`src/rtl/lpt_pkg.sv`:
```
package lpt_pkg;

    localparam int LPT_AW = 3;

    typedef enum logic [1:0] {
        ST_IDLE  = 2'd0,
        ST_ARM   = 2'd1,
        ST_READY = 2'd2,
        ST_RUN   = 2'd3
    } lpt_state_e;

    localparam logic [LPT_AW-1:0] A_CTRL   = 3'd0;
    localparam logic [LPT_AW-1:0] A_CFG    = 3'd1;
    localparam logic [LPT_AW-1:0] A_RELOAD = 3'd2;
    localparam logic [LPT_AW-1:0] A_COUNT  = 3'd3;
    localparam logic [LPT_AW-1:0] A_STAT   = 3'd4;
    localparam logic [LPT_AW-1:0] A_CLR    = 3'd5;
    localparam logic [LPT_AW-1:0] A_IEN    = 3'd6;

    localparam int CTL_EN  = 0;
    localparam int CTL_GO  = 1;
    localparam int CTL_COR = 2;

    localparam int ST_MATCH_BIT = 0;
    localparam int ST_DONE_BIT  = 1;

endpackage

```
`src/rtl/lpt_prescaler.sv`:
```
module lpt_prescaler #(
    parameter int SEL_W = 3
) (
    input  logic             clk,
    input  logic             rst_n,
    input  logic             run,
    input  logic [SEL_W-1:0] sel,
    output logic             tick
);
    localparam int PW = (1 << SEL_W) - 1;
    localparam logic [PW:0]   SPAN_ONE = 1;
    localparam logic [PW-1:0] P_ONE    = 1;

    logic [PW-1:0] pre_q;
    logic [PW:0]   span;
    logic [PW-1:0] mask;

    // Low n bits all ones marks the last cycle of a 2^n-cycle tick window.
    always_comb begin
        span = (SPAN_ONE << sel) - SPAN_ONE;
        mask = span[PW-1:0];
        tick = run && ((pre_q & mask) == mask);
    end

    always_ff @(posedge clk) begin
        if (!rst_n || !run) begin
            pre_q <= '0;
        end else begin
            pre_q <= pre_q + P_ONE;
        end
    end
endmodule

```
`src/rtl/lpt_seq.sv`:
```
module lpt_seq
    import lpt_pkg::*;
(
    input  logic       clk,
    input  logic       rst_n,
    input  logic       en_i,
    input  logic       start_i,
    input  logic       tick_i,
    input  logic       at_end_i,
    output lpt_state_e state_o,
    output logic       period_end_o
);
    lpt_state_e state_q;
    lpt_state_e state_d;
    logic       armed_q;
    logic       pend_q;

    always_ff @(posedge clk) begin
        if (!rst_n) begin
            state_q <= ST_IDLE;
        end else begin
            state_q <= state_d;
        end
    end

    always_comb begin
        state_d = state_q;
        if (!en_i) begin
            state_d = ST_IDLE;
        end else begin
            unique case (state_q)
                ST_IDLE:  state_d = ST_ARM;
                ST_ARM:   if (tick_i && armed_q)
                              state_d = (pend_q || start_i) ? ST_RUN : ST_READY;
                ST_READY: if (start_i) state_d = ST_RUN;
                ST_RUN:   if (tick_i && at_end_i) state_d = ST_READY;
            endcase
        end
    end

    // First arming tick seen, and a start captured while arming.
    always_ff @(posedge clk) begin
        if (!rst_n || !en_i) begin
            armed_q <= 1'b0;
            pend_q  <= 1'b0;
        end else begin
            armed_q <= (state_q == ST_ARM) && (armed_q || tick_i);
            if (state_q != ST_ARM) begin
                pend_q <= 1'b0;
            end else if (start_i) begin
                pend_q <= 1'b1;
            end
        end
    end

    always_comb begin
        state_o      = state_q;
        period_end_o = (state_q == ST_RUN) && tick_i && at_end_i;
    end
endmodule

```
`src/rtl/lpt_timer.sv`:
```
module lpt_timer
    import lpt_pkg::*;
#(
    parameter int CNT_W = 16,
    parameter int SEL_W = 3
) (
    input  logic              clk,
    input  logic              rst_n,
    input  logic              bus_sel,
    input  logic              bus_wr,
    input  logic              bus_rd,
    input  logic [LPT_AW-1:0] bus_addr,
    input  logic [CNT_W-1:0]  bus_wdata,
    output logic [CNT_W-1:0]  bus_rdata,
    output logic              irq
);
    localparam int              CFG_HOLD = SEL_W;
    localparam logic [CNT_W-1:0] C_ONE   = 1;

    logic              en_q, cor_q, hold_q, ie_q;
    logic [SEL_W-1:0]  sel_q;
    logic [CNT_W-1:0]  arr_q, arr_sh, cnt_q;
    logic              xfer_q, match_q, done_q;

    logic       wr_ctrl, wr_cfg, wr_rel, wr_clr, wr_ien, rd_cnt;
    logic       en_next, start_acc, run, tick, at_end, period_end, xfer;
    lpt_state_e state;

    always_comb begin
        wr_ctrl   = bus_sel && bus_wr && (bus_addr == A_CTRL);
        wr_cfg    = bus_sel && bus_wr && (bus_addr == A_CFG);
        wr_rel    = bus_sel && bus_wr && (bus_addr == A_RELOAD);
        wr_clr    = bus_sel && bus_wr && (bus_addr == A_CLR);
        wr_ien    = bus_sel && bus_wr && (bus_addr == A_IEN);
        rd_cnt    = bus_sel && bus_rd && (bus_addr == A_COUNT);
        en_next   = wr_ctrl ? bus_wdata[CTL_EN] : en_q;
        start_acc = wr_ctrl && bus_wdata[CTL_GO] && bus_wdata[CTL_EN] && en_q;
        run       = (state != ST_IDLE) && en_next;
        at_end    = (cnt_q == arr_q);
        xfer      = xfer_q && !wr_rel && (hold_q ? period_end : tick);
    end

    lpt_prescaler #(.SEL_W(SEL_W)) u_pre (
        .clk  (clk),
        .rst_n(rst_n),
        .run  (run),
        .sel  (sel_q),
        .tick (tick)
    );

    lpt_seq u_seq (
        .clk         (clk),
        .rst_n       (rst_n),
        .en_i        (en_next),
        .start_i     (start_acc),
        .tick_i      (tick),
        .at_end_i    (at_end),
        .state_o     (state),
        .period_end_o(period_end)
    );

    // Control, configuration and interrupt enable.
    always_ff @(posedge clk) begin
        if (!rst_n) begin
            en_q   <= 1'b0;
            cor_q  <= 1'b0;
            hold_q <= 1'b0;
            sel_q  <= '0;
            ie_q   <= 1'b0;
        end else begin
            if (wr_ctrl) begin
                en_q  <= bus_wdata[CTL_EN];
                cor_q <= bus_wdata[CTL_COR];
            end
            if (wr_cfg && !en_q) begin
                sel_q  <= bus_wdata[SEL_W-1:0];
                hold_q <= bus_wdata[CFG_HOLD];
            end
            if (wr_ien) ie_q <= bus_wdata[0];
        end
    end

    // Reload shadow and transfer.
    always_ff @(posedge clk) begin
        if (!rst_n) begin
            arr_q  <= '0;
            arr_sh <= '0;
            xfer_q <= 1'b0;
        end else begin
            if (wr_rel) begin
                arr_sh <= bus_wdata;
                xfer_q <= 1'b1;
            end else if (xfer) begin
                arr_q  <= arr_sh;
                xfer_q <= 1'b0;
            end
        end
    end

    // Counter and flags.
    always_ff @(posedge clk) begin
        if (!rst_n) begin
            cnt_q   <= '0;
            match_q <= 1'b0;
            done_q  <= 1'b0;
        end else begin
            if (!en_next || (rd_cnt && cor_q)) begin
                cnt_q <= '0;
            end else if (tick && (state == ST_RUN)) begin
                cnt_q <= at_end ? '0 : cnt_q + C_ONE;
            end
            if (period_end) begin
                match_q <= 1'b1;
            end else if (wr_clr && bus_wdata[ST_MATCH_BIT]) begin
                match_q <= 1'b0;
            end
            if (xfer) begin
                done_q <= 1'b1;
            end else if (wr_clr && bus_wdata[ST_DONE_BIT]) begin
                done_q <= 1'b0;
            end
        end
    end

    always_comb begin
        irq = match_q && ie_q;
        unique case (bus_addr)
            A_CTRL:   bus_rdata = CNT_W'({cor_q, 1'b0, en_q});
            A_CFG:    bus_rdata = CNT_W'({hold_q, sel_q});
            A_RELOAD: bus_rdata = arr_q;
            A_COUNT:  bus_rdata = cnt_q;
            A_STAT:   bus_rdata = CNT_W'({done_q, match_q});
            A_IEN:    bus_rdata = CNT_W'(ie_q);
            default:  bus_rdata = '0;
        endcase
    end
endmodule

```
`config.mk`:
```
export PLATFORM = sky130hd
export DESIGN_NAME = lpt_timer
export DESIGN_NICKNAME = d
export VERILOG_FILES = /design/src/rtl/lpt_pkg.sv /design/src/rtl/lpt_prescaler.sv /design/src/rtl/lpt_seq.sv /design/src/rtl/lpt_timer.sv
export SDC_FILE = /design/constraint.sdc
export NUM_CORES = 1
export LEC_CHECK = 0
export BUFFER_PORTS_ARGS = -buffer_cell sky130_fd_sc_hd__buf_2
export CAP_MARGIN = 5
export CORE_MARGIN = 2
export CORE_UTILIZATION = 58
export CTS_CLUSTER_DIAMETER = 60
export DETAILED_ROUTE_END_ITERATION = 10
export HOLD_SLACK_MARGIN = 0.1
export PLACE_DENSITY = 0.76
export SLEW_MARGIN = 20
export SYNTH_ARGS = -nofsm -noshare
export SYNTH_HDL_FRONTEND = slang
export SYNTH_SLANG_ARGS = --single-unit
```
`constraint.sdc`:
```
create_clock -name clk -period 2.6 [get_ports clk]
set_input_delay 0.39 -clock clk [delete_from_list [all_inputs] [get_ports clk]]
set_output_delay 0.39 -clock clk [all_outputs]
set_load 0.03 [all_outputs]
```
==> flow_summary.toml, run 1 <==
[place]
port_buffers = 40
gp_congestion = 0.844
place_inst = 510
place_hpwl_um = 5230
dp_worst_setup_slack_ns = 0.203

[floorplan]
core.rowCount = 28
die-area_um2 = 6630
die_w_um = 81.4
start_util_pct = 59.5
core_area_um2 = 5850
die_height_um = 81.4
ios = 41

[cts]
cts_tree = "yes"
clkTransAtPathRegs_ns = 0.07
clk_path_buf_depth = 2
clk_latency_ns = 0.34
post_cts_buffers = 0
cts.sinks = 69
cts_buffers = 9
htreeDepth = 3
cts_resized = 0
hold_buffers = 0
root_buffer = "clkbuf_8"

[timing]
period_share_pct = 86.2
hold_viol_final = 0
rsz0062_at_grt = "no"
drv_slew = 0
setup_slack_ns = 0.359
timing.setup.tns_ns = 0
fin_crit_ns = 2.24
setup_viol = 0
fin_skew_ns = 0.00796
fmax_mhz = 446
worstMarginPinSlew_ns = 0.521
relSlewSlack_pct = 65.3

[routing]
num_vias = 2921
dr.pass1.iters = 5
wl_per_cell_um = 13.9
vias_per_cell = 5.55
routed_wl_um = 7320
drc = 0
ant_nets = 0
drt_iter0_markers = 190

[power_and_ir_drop]
powerDensity_nw_per_um2 = 510
vdd_drop_max_uv = 369
p_leak_nw = 1.54

[synth]
yosys_warnings = 0
synthCells = 410
synth_ff_type = "dfxtp_1"
yosysTopAreaCell = "dfxtp_1"
ys_top_cells_by_count = "77 x nand2_1, 69 x dfxtp_1, 36 x mux2i_1"
synth-seq-cells = 69
syn_area_um2 = 3480
ys_top_cells_by_area = "dfxtp_1 40%, mux2i_1 10%, nand2_1 8.3%, xor2_1 5.3%, a21boi_0 4.1%"
synth-seq-area-share_pct = 39.7
synth_edf_count = 0
syn_nets = 436
synth_top_area_share_pct = 39.7
yosysMostFrequentCell = "nand2_1"
synth.distinct_cells = 49
async_reset_ff_share_pct = 0
synth.avg_cell_area_um2 = 8.48

[run_status]
status = "complete, no violations"

[setup_path]
reg2reg_slack_ns = 0.36
critical_path_arrival_ns = 2.52
critical_path.endpoint_type = "flop"
crit_required_ns = 2.88
crit_fanout = 7
start_kind = "flop"
path_class = "reg -> reg"

[grt]
antenna_found_initial = 0
grt-ovfl-total = 0
grt_pass1_wl_um = 12000
grt_pass1_vias = 2590
grt_max_degree = 59
grtUsageTotal_pct = 23.6

[flow_run]
cap_violations = 0

[final_layout]
diodes = 0
instances_no_fill = 526
drive_gt1_share_pct = 16.2
nNetsFinal = 472
area_delta_synth_final_pct = 12.3
fillerInstances = 480

[min_path]
min_path_type = "in -> reg"
## cell type report
type | count | area [um^2] | area share (%)
clock buffer | 9 | 124 | 3.17
clock inverter | 7 | 66.3 | 1.70
inverter | 9 | 33.8 | 0.865
multi-input combinational | 309 | 1930 | 49.5
sequential | 69 | 1380 | 35.4
tap | 75 | 93.8 | 2.40
timing repair buffer | 48 | 273 | 6.98
## final timing paths
| kind | startpoint | endpoint | cells past startpoint |
|---|---|---|---|
| worst max-delay path | cnt_q[3] | cnt_q[15] | 6 |
| worst min-delay path | bus_wdata[11] | arr_sh[11] | 3 |
| worst max register to register | cnt_q[3] | cnt_q[15] | 6 |
| worst min register to register | arr_sh[8] | arr_q[8] | 2 |
## cell families (layout without fill, tap and decap cells)
kind of cell | after synthesis | in the layout | share of synthesized area, %
xor+xnor | 25 | 25 | 6.29
mux | 37 | 37 | 11.0
compound gates | 68 | 68 | 12.8
simple gates | 177 | 177 | 24.8
fa+ha+maj | 2 | 2 | 0.719
flops | 69 | 69 | 39.7
buf+inv | 32 | 73 | 4.71
## placed cells by master (no fill, tap or decap), types with 9 or more instances in the layout
master    instances
xor2_1           21
a21oi_1          15
mux2i_1          36
clkbuf_8          9
buf_2            40
nand2_1          77
inv_1             9
nor2_1           31
o21ai_0          16
dfxtp_1          69
a21boi_0         19
or3_1            12
nor2b_1          10
## worst max-delay path: stages, from the launching register on
cell,delay [ns]
dfxtp_1,0.50
nand4_1,0.22
or3_1,0.44
nor2_1,0.18
nand4_1,0.19
or4_1,0.51
a21oi_1,0.15
## state kept, by name (all words and copies together) (netlist names), 2 cells and up
| signal | count |
|---|---|
| u_seq.state_o | 2 |
| u_pre.pre_q | 7 |
| arr_q | 16 |
| arr_sh | 16 |
| sel_q | 3 |
| cnt_q | 16 |
## power by group
part / switching, mW / leakage, nW / internal (mW)
sequential: 0.00373 / 0.556 / 1.06
clock: 0.403 / 0.0987 / 0.437
combinational: 0.0512 / 0.888 / 0.0359
## per-layer routing
layer | up-vias | global-route usage, % | wire length, um
met2 | 75 | 35.9 | 3360
met1 | 1356 | 32.2 | 3500
met4 | 0 | 10.5 | 133
met3 | 14 | 5.05 | 327
met5 | - | 0 | 0
li1 | 1476 | - | -
## stage by stage
step                total power [mW]  area [um^2]  hold slack (ns)  utilization, %
finish                          1.99         3910            0.287            66.7
global route                    2.06         3910            0.288            66.7
CTS                             2.01         3910            0.278            66.7
detailed placement              1.18         3710            0.450            63.5
global placement                1.17         3710            0.443            63.5
floorplan                       1.14         3480            0.436               -
(Power assumes the default switching activity.)
==> run 2, diff against run 1 <==
==> constraint.sdc (replaced) <==
create_clock -name clk -period 2.6 [get_ports clk]
set_input_delay 0.13 -clock clk [delete_from_list [all_inputs] [get_ports clk]]
set_output_delay 0.13 -clock clk [all_outputs]
set_load 0.03 [all_outputs]
==> run 2 against run 1 <==
Combinational power increased by 22%. Die area unchanged. Total power increased by 4.3%. Fmax increased by 0.44%. Clock power increased by 8.0%. Non-clock buffer count increased by 16. Global-route usage increased by 1.1 points. Sequential share of layout area decreased by 1.5 points. Register-to-register slack improved by 0.08 ns. Setup slack improved by 0.0097 ns. Flip-flop and latch count unchanged. Largest power group unchanged.
==> flow_summary.toml, run 2 (synthesized netlist as in run 1, its figures left out) <==
[place]
place_inst = 510
gp_congestion = 0.843
place_hpwl_um = 5220
place_area_um2 = 3700
port_buffers = 40

[final_layout]
top_regs = "arr_q x16, arr_sh x16, cnt_q x16"
area_delta_synth_final_pct = 17.2
diodes = 0
final_common_cell = "nand2_1"
fin_area_um2 = 4080
drive_gt1_share_pct = 15.6
instances_no_fill = 542
layout_common_cells = "77 x nand2_1, 69 x dfxtp_1, 40 x buf_2"
nNetsFinal = 488

[routing]
vias_per_cell = 5.56
routed_wl_um = 7540
dr.pass1.iters = 7
wl_per_cell_um = 13.9
drc = 0
num_vias = 3014
ant_nets = 0
drt_iter0_markers = 138

[timing]
hold_viol_final = 0
period_share_pct = 85.8
fin_skew_ns = 0.0115
relSlewSlack_pct = 54.2
drv_slew = 0
setup_viol = 0
fmax_mhz = 448
fin_crit_ns = 2.23
rsz0062_at_grt = "no"
timing.setup.tns_ns = 0
worstMarginPinSlew_ns = 0.686

[grt]
antenna_found_initial = 0
grt_pass1_wl_um = 12600
grt_pass1_vias = 2776
grt-ovfl-total = 0
grtUsageTotal_pct = 24.7
grt_max_degree = 59

[setup_path]
path_class = "in -> reg"
critical_path_arrival_ns = 2.49
start_kind = "primary input"
crit_fanout = 13
critical_path.endpoint_type = "flop"
crit_required_ns = 2.86

[floorplan]
die_w_um = 81.4
die_height_um = 81.4
die-area_um2 = 6630
ios = 41
core_area_um2 = 5850
core.rowCount = 28
start_util_pct = 59.5

[cts]
htreeDepth = 3
clk_path_buf_depth = 2
clkTransAtPathRegs_ns = 0.07
cts_tree = "yes"
cts.sinks = 69
root_buffer = "clkbuf_8"
cts_buffers = 9
clk_latency_ns = 0.34

[min_path]
min_path_type = "in -> reg"

[power_and_ir_drop]
vdd_drop_max_uv = 382
powerDensity_nw_per_um2 = 510
p_leak_nw = 1.61

[run_status]
status = "complete, no violations"

[flow_run]
cap_violations = 0
==> run 2: worst max-delay path: stages <==
cell	delay [ns]
dlygate4sd3_1	0.53
buf_2	0.17
nor4b_4	0.30
o2111a_2	0.32
nand4_1	0.35
or4_1	0.53
a21oi_1	0.14
==> run 2: final timing paths <==
| path | slack [ns] | start | depth (start not counted) | end |
|---|---|---|---|---|
| min | 0.18 | rst_n | 3 | u_seq.armed_q |
| min reg2reg | 0.46 | arr_sh[6] | 2 | arr_q[6] |
| max reg2reg | 0.44 | cnt_q[5] | 6 | cnt_q[15] |
| max | 0.37 | bus_wdata[0] | 7 | cnt_q[15] |
==> run 2: layout make-up <==
class / count / area (um^2)
inverter: 9 / 33.8
multi-input combinational: 309 / 1940
clock buffer: 13 / 169
clock inverter: 3 / 42.5
timing repair buffer: 64 / 420
sequential: 69 / 1380
fill: 467 / 1770
tap: 75 / 93.8
==> run 2: metal layers <==
layer / GRT usage (%) / routed length (um)
met4: 6.44 / 81
met5: 0 / 0
met1: 32.1 / 3390
met3: 5.93 / 418
met2: 41.3 / 3650
==> run 2: power by group <==
part / leakage [nW] / total [mW] / internal (mW) / switching, mW
Combinational: 0.953 / 0.106 / 0.0512 / 0.0545
Clock: 0.106 / 0.907 / 0.521 / 0.387
Sequential: 0.556 / 1.06 / 1.06 / 0.00362
Total: 1.61 / 2.08 / 1.63 / 0.445
==> run 2: through the flow <==
step	util (%)	hold WS [ns]	power, mW	setup slack [ns]
final	69.7	0.178	2.08	0.369
after global routing	69.7	0.207	2.15	0.175
after CTS	69.6	0.161	2.09	0.409
after detailed placement	63.3	0.388	1.17	0.360
after global placement	63.3	0.380	1.17	0.450
after floorplan	-	0.275	1.14	0.609
==> run 2: repair_timing <==
item                                    4_1_cts  5_1_grt
resized for setup                             0        0
endpoints found under the setup margin        0        0
hold endpoints to repair                     19        0
setup buffers                                 0        0
hold buffers                                 16        0
==> run 3, diff against run 2 <==
GPL_TIMING_DRIVEN = 0   (was default)
==> run 3 against run 2 <==
Combinational power is 6% higher. First-iteration DRC count up 5.1%. Sequential power about the same. Design area up 1.5%. Flip-flop and latch count unchanged. Die area did not move. Global-route usage is 1.6 points higher. Routed wire length up 6.0%. Highest routed layer unchanged. Register-to-register slack worse by 0.09 ns. Critical path depth stayed put. Total power is 1.3% higher. Final cell count is 2.4% higher.
==> flow_summary.toml, run 3 (synthesized netlist as in run 1, its figures left out) <==
[final_layout]
area_delta_synth_final_pct = 19.0
nNetsFinal = 501
layout_common_cells = "77 x nand2_1, 69 x dfxtp_1, 41 x buf_2"
final_common_cell = "nand2_1"
register_area_um2 = 1380
diodes = 0
drive_gt1_share_pct = 14.8
fin_area_um2 = 4140
fillerInstances = 437
multi_input_area_um2 = 1940
top_regs = "arr_q x16, arr_sh x16, cnt_q x16"
fin_util_pct = 70.7

[cts]
htreeDepth = 3
clk_path_buf_depth = 2
cts_tree = "yes"
cts.sinks = 69
cts_buffers = 9
root_buffer = "clkbuf_8"
clk_latency_ns = 0.35
clkTransAtPathRegs_ns = 0.07

[timing]
hold_viol_final = 0
setup_viol = 0
worstMarginPinSlew_ns = 0.551
rsz0062_at_grt = "no"
fmax_mhz = 444
drv_slew = 0
period_share_pct = 86.5
fin_crit_ns = 2.25
relSlewSlack_pct = 63.3
timing.setup.tns_ns = 0
fin_skew_ns = 0.00773

[power_and_ir_drop]
p_leak_nw = 1.63
vdd_drop_max_uv = 371
powerDensity_nw_per_um2 = 509

[setup_path]
path_class = "reg -> reg"
critical_path_arrival_ns = 2.53
worstPathCellList = "clkbuf_2 -> nand4_1 -> or3_1 -> nor2_1 -> nand4_1 -> or4_1 -> a21oi_1"
crit_buf_inv = 1
crit_required_ns = 2.88
cp_slowest_cell = "or4_1"
crit_family = "simple AND/OR/NAND/NOR gates"
start_kind = "flop"
worst_path_largest_cell_delay_ns = 0.52
crit_top_cell = "nand4_1"
crit_fanout = 6
reg2reg_slack_ns = 0.35
critical_path.endpoint_type = "flop"

[run_status]
status = "complete, no violations"

[grt]
grt_max_degree = 12
grt_pass1_wl_um = 13400
grtUsageTotal_pct = 26.3
antenna_found_initial = 0
grt_pass1_vias = 2966
grt-ovfl-total = 0

[place]
place_area_um2 = 3760
place_hpwl_um = 5600
gp_congestion = 0.828
port_buffers = 38

[routing]
routed_wl_um = 8000
vias_per_cell = 5.54
ant_nets = 0
drt_iter0_markers = 145
num_vias = 3073
drc = 0
wl_per_cell_um = 14.4
dr.pass1.iters = 4

[floorplan]
die_height_um = 81.4
die-area_um2 = 6630
core_area_um2 = 5850
ios = 41
die_w_um = 81.4
core.rowCount = 28
start_util_pct = 59.5

[min_path]
min_path_type = "in -> reg"

[flow_run]
cap_violations = 0
-- run 3: cell types whose count changed in the layout (fill, tap and decap cells not counted), moves of 2 or more --
cell	before	now
clkbuf_1	1	14
buf_4	8	0
buf_6	0	3
buf_1	0	2
-- run 3: routing by layer --
| layer | global-route usage [%] | share of wire, % | wire length, um | vias to the layer above |
|---|---|---|---|---|
| met5 | 0 | 0 | 0 | - |
| met3 | 4.18 | 4.7 | 372 | 16 |
| met4 | 10.7 | 1.6 | 130 | 0 |
| met1 | 33.6 | 45 | 3630 | 1450 |
| li1 | - | - | - | 1538 |
| met2 | 44.3 | 48 | 3870 | 69 |
-- run 3: what timing repair did --
action | 4_1_cts | 5_1_grt
endpoints found under the setup margin | 0 | 3
hold buffers | 16 | 0
gates resized for setup | 0 | 1
endpoints found under the hold margin | 20 | 0
buffers inserted | 0 | 0
-- run 3: report_power, final --
| part | leakage, nW | internal [mW] | switching (mW) |
|---|---|---|---|
| clock network | 0.106 | 0.521 | 0.408 |
| logic | 0.966 | 0.0535 | 0.0583 |
| registers | 0.556 | 1.06 | 0.00397 |
| total | 1.63 | 1.64 | 0.470 |
-- run 3: worst paths after layout --
| kind | from | cells past startpoint | end |
|---|---|---|---|
| max | cnt_q[4] | 7 | cnt_q[15] |
| max reg2reg | cnt_q[4] | 7 | cnt_q[15] |
| min | rst_n | 3 | u_seq.pend_q |
| min reg2reg | arr_sh[15] | 2 | arr_q[15] |
-- run 3: final cells by class --
cell class,count,share of cell area (%)
flip-flops and latches,69,33.4
clock inverters,3,1.03
plain buffers,23,3.14
well taps,75,2.27
inverters,9,0.816
multi-input cells,309,46.8
repair buffers,54,8.46
clock buffers,13,4.08
-- run 3: per-stage QoR --
step           worst slack (ns)  std cells  hold slack (ns)  total power [mW]
5_1_grt                   0.211        555            0.212              2.16
4_1_cts                   0.147        555            0.186              2.11
2_1_floorplan             0.609        410            0.275              1.14
3_3_place_gp              0.247        523            0.379              1.18
3_5_place_dp              0.188        523            0.388              1.18
6_report                  0.350        555            0.199              2.10
-- run 3: tightest hold or removal path, stage by stage --
cell and delay [ns]:
buf_2 0.14, o21ai_0 0.16, nor3_1 0.08
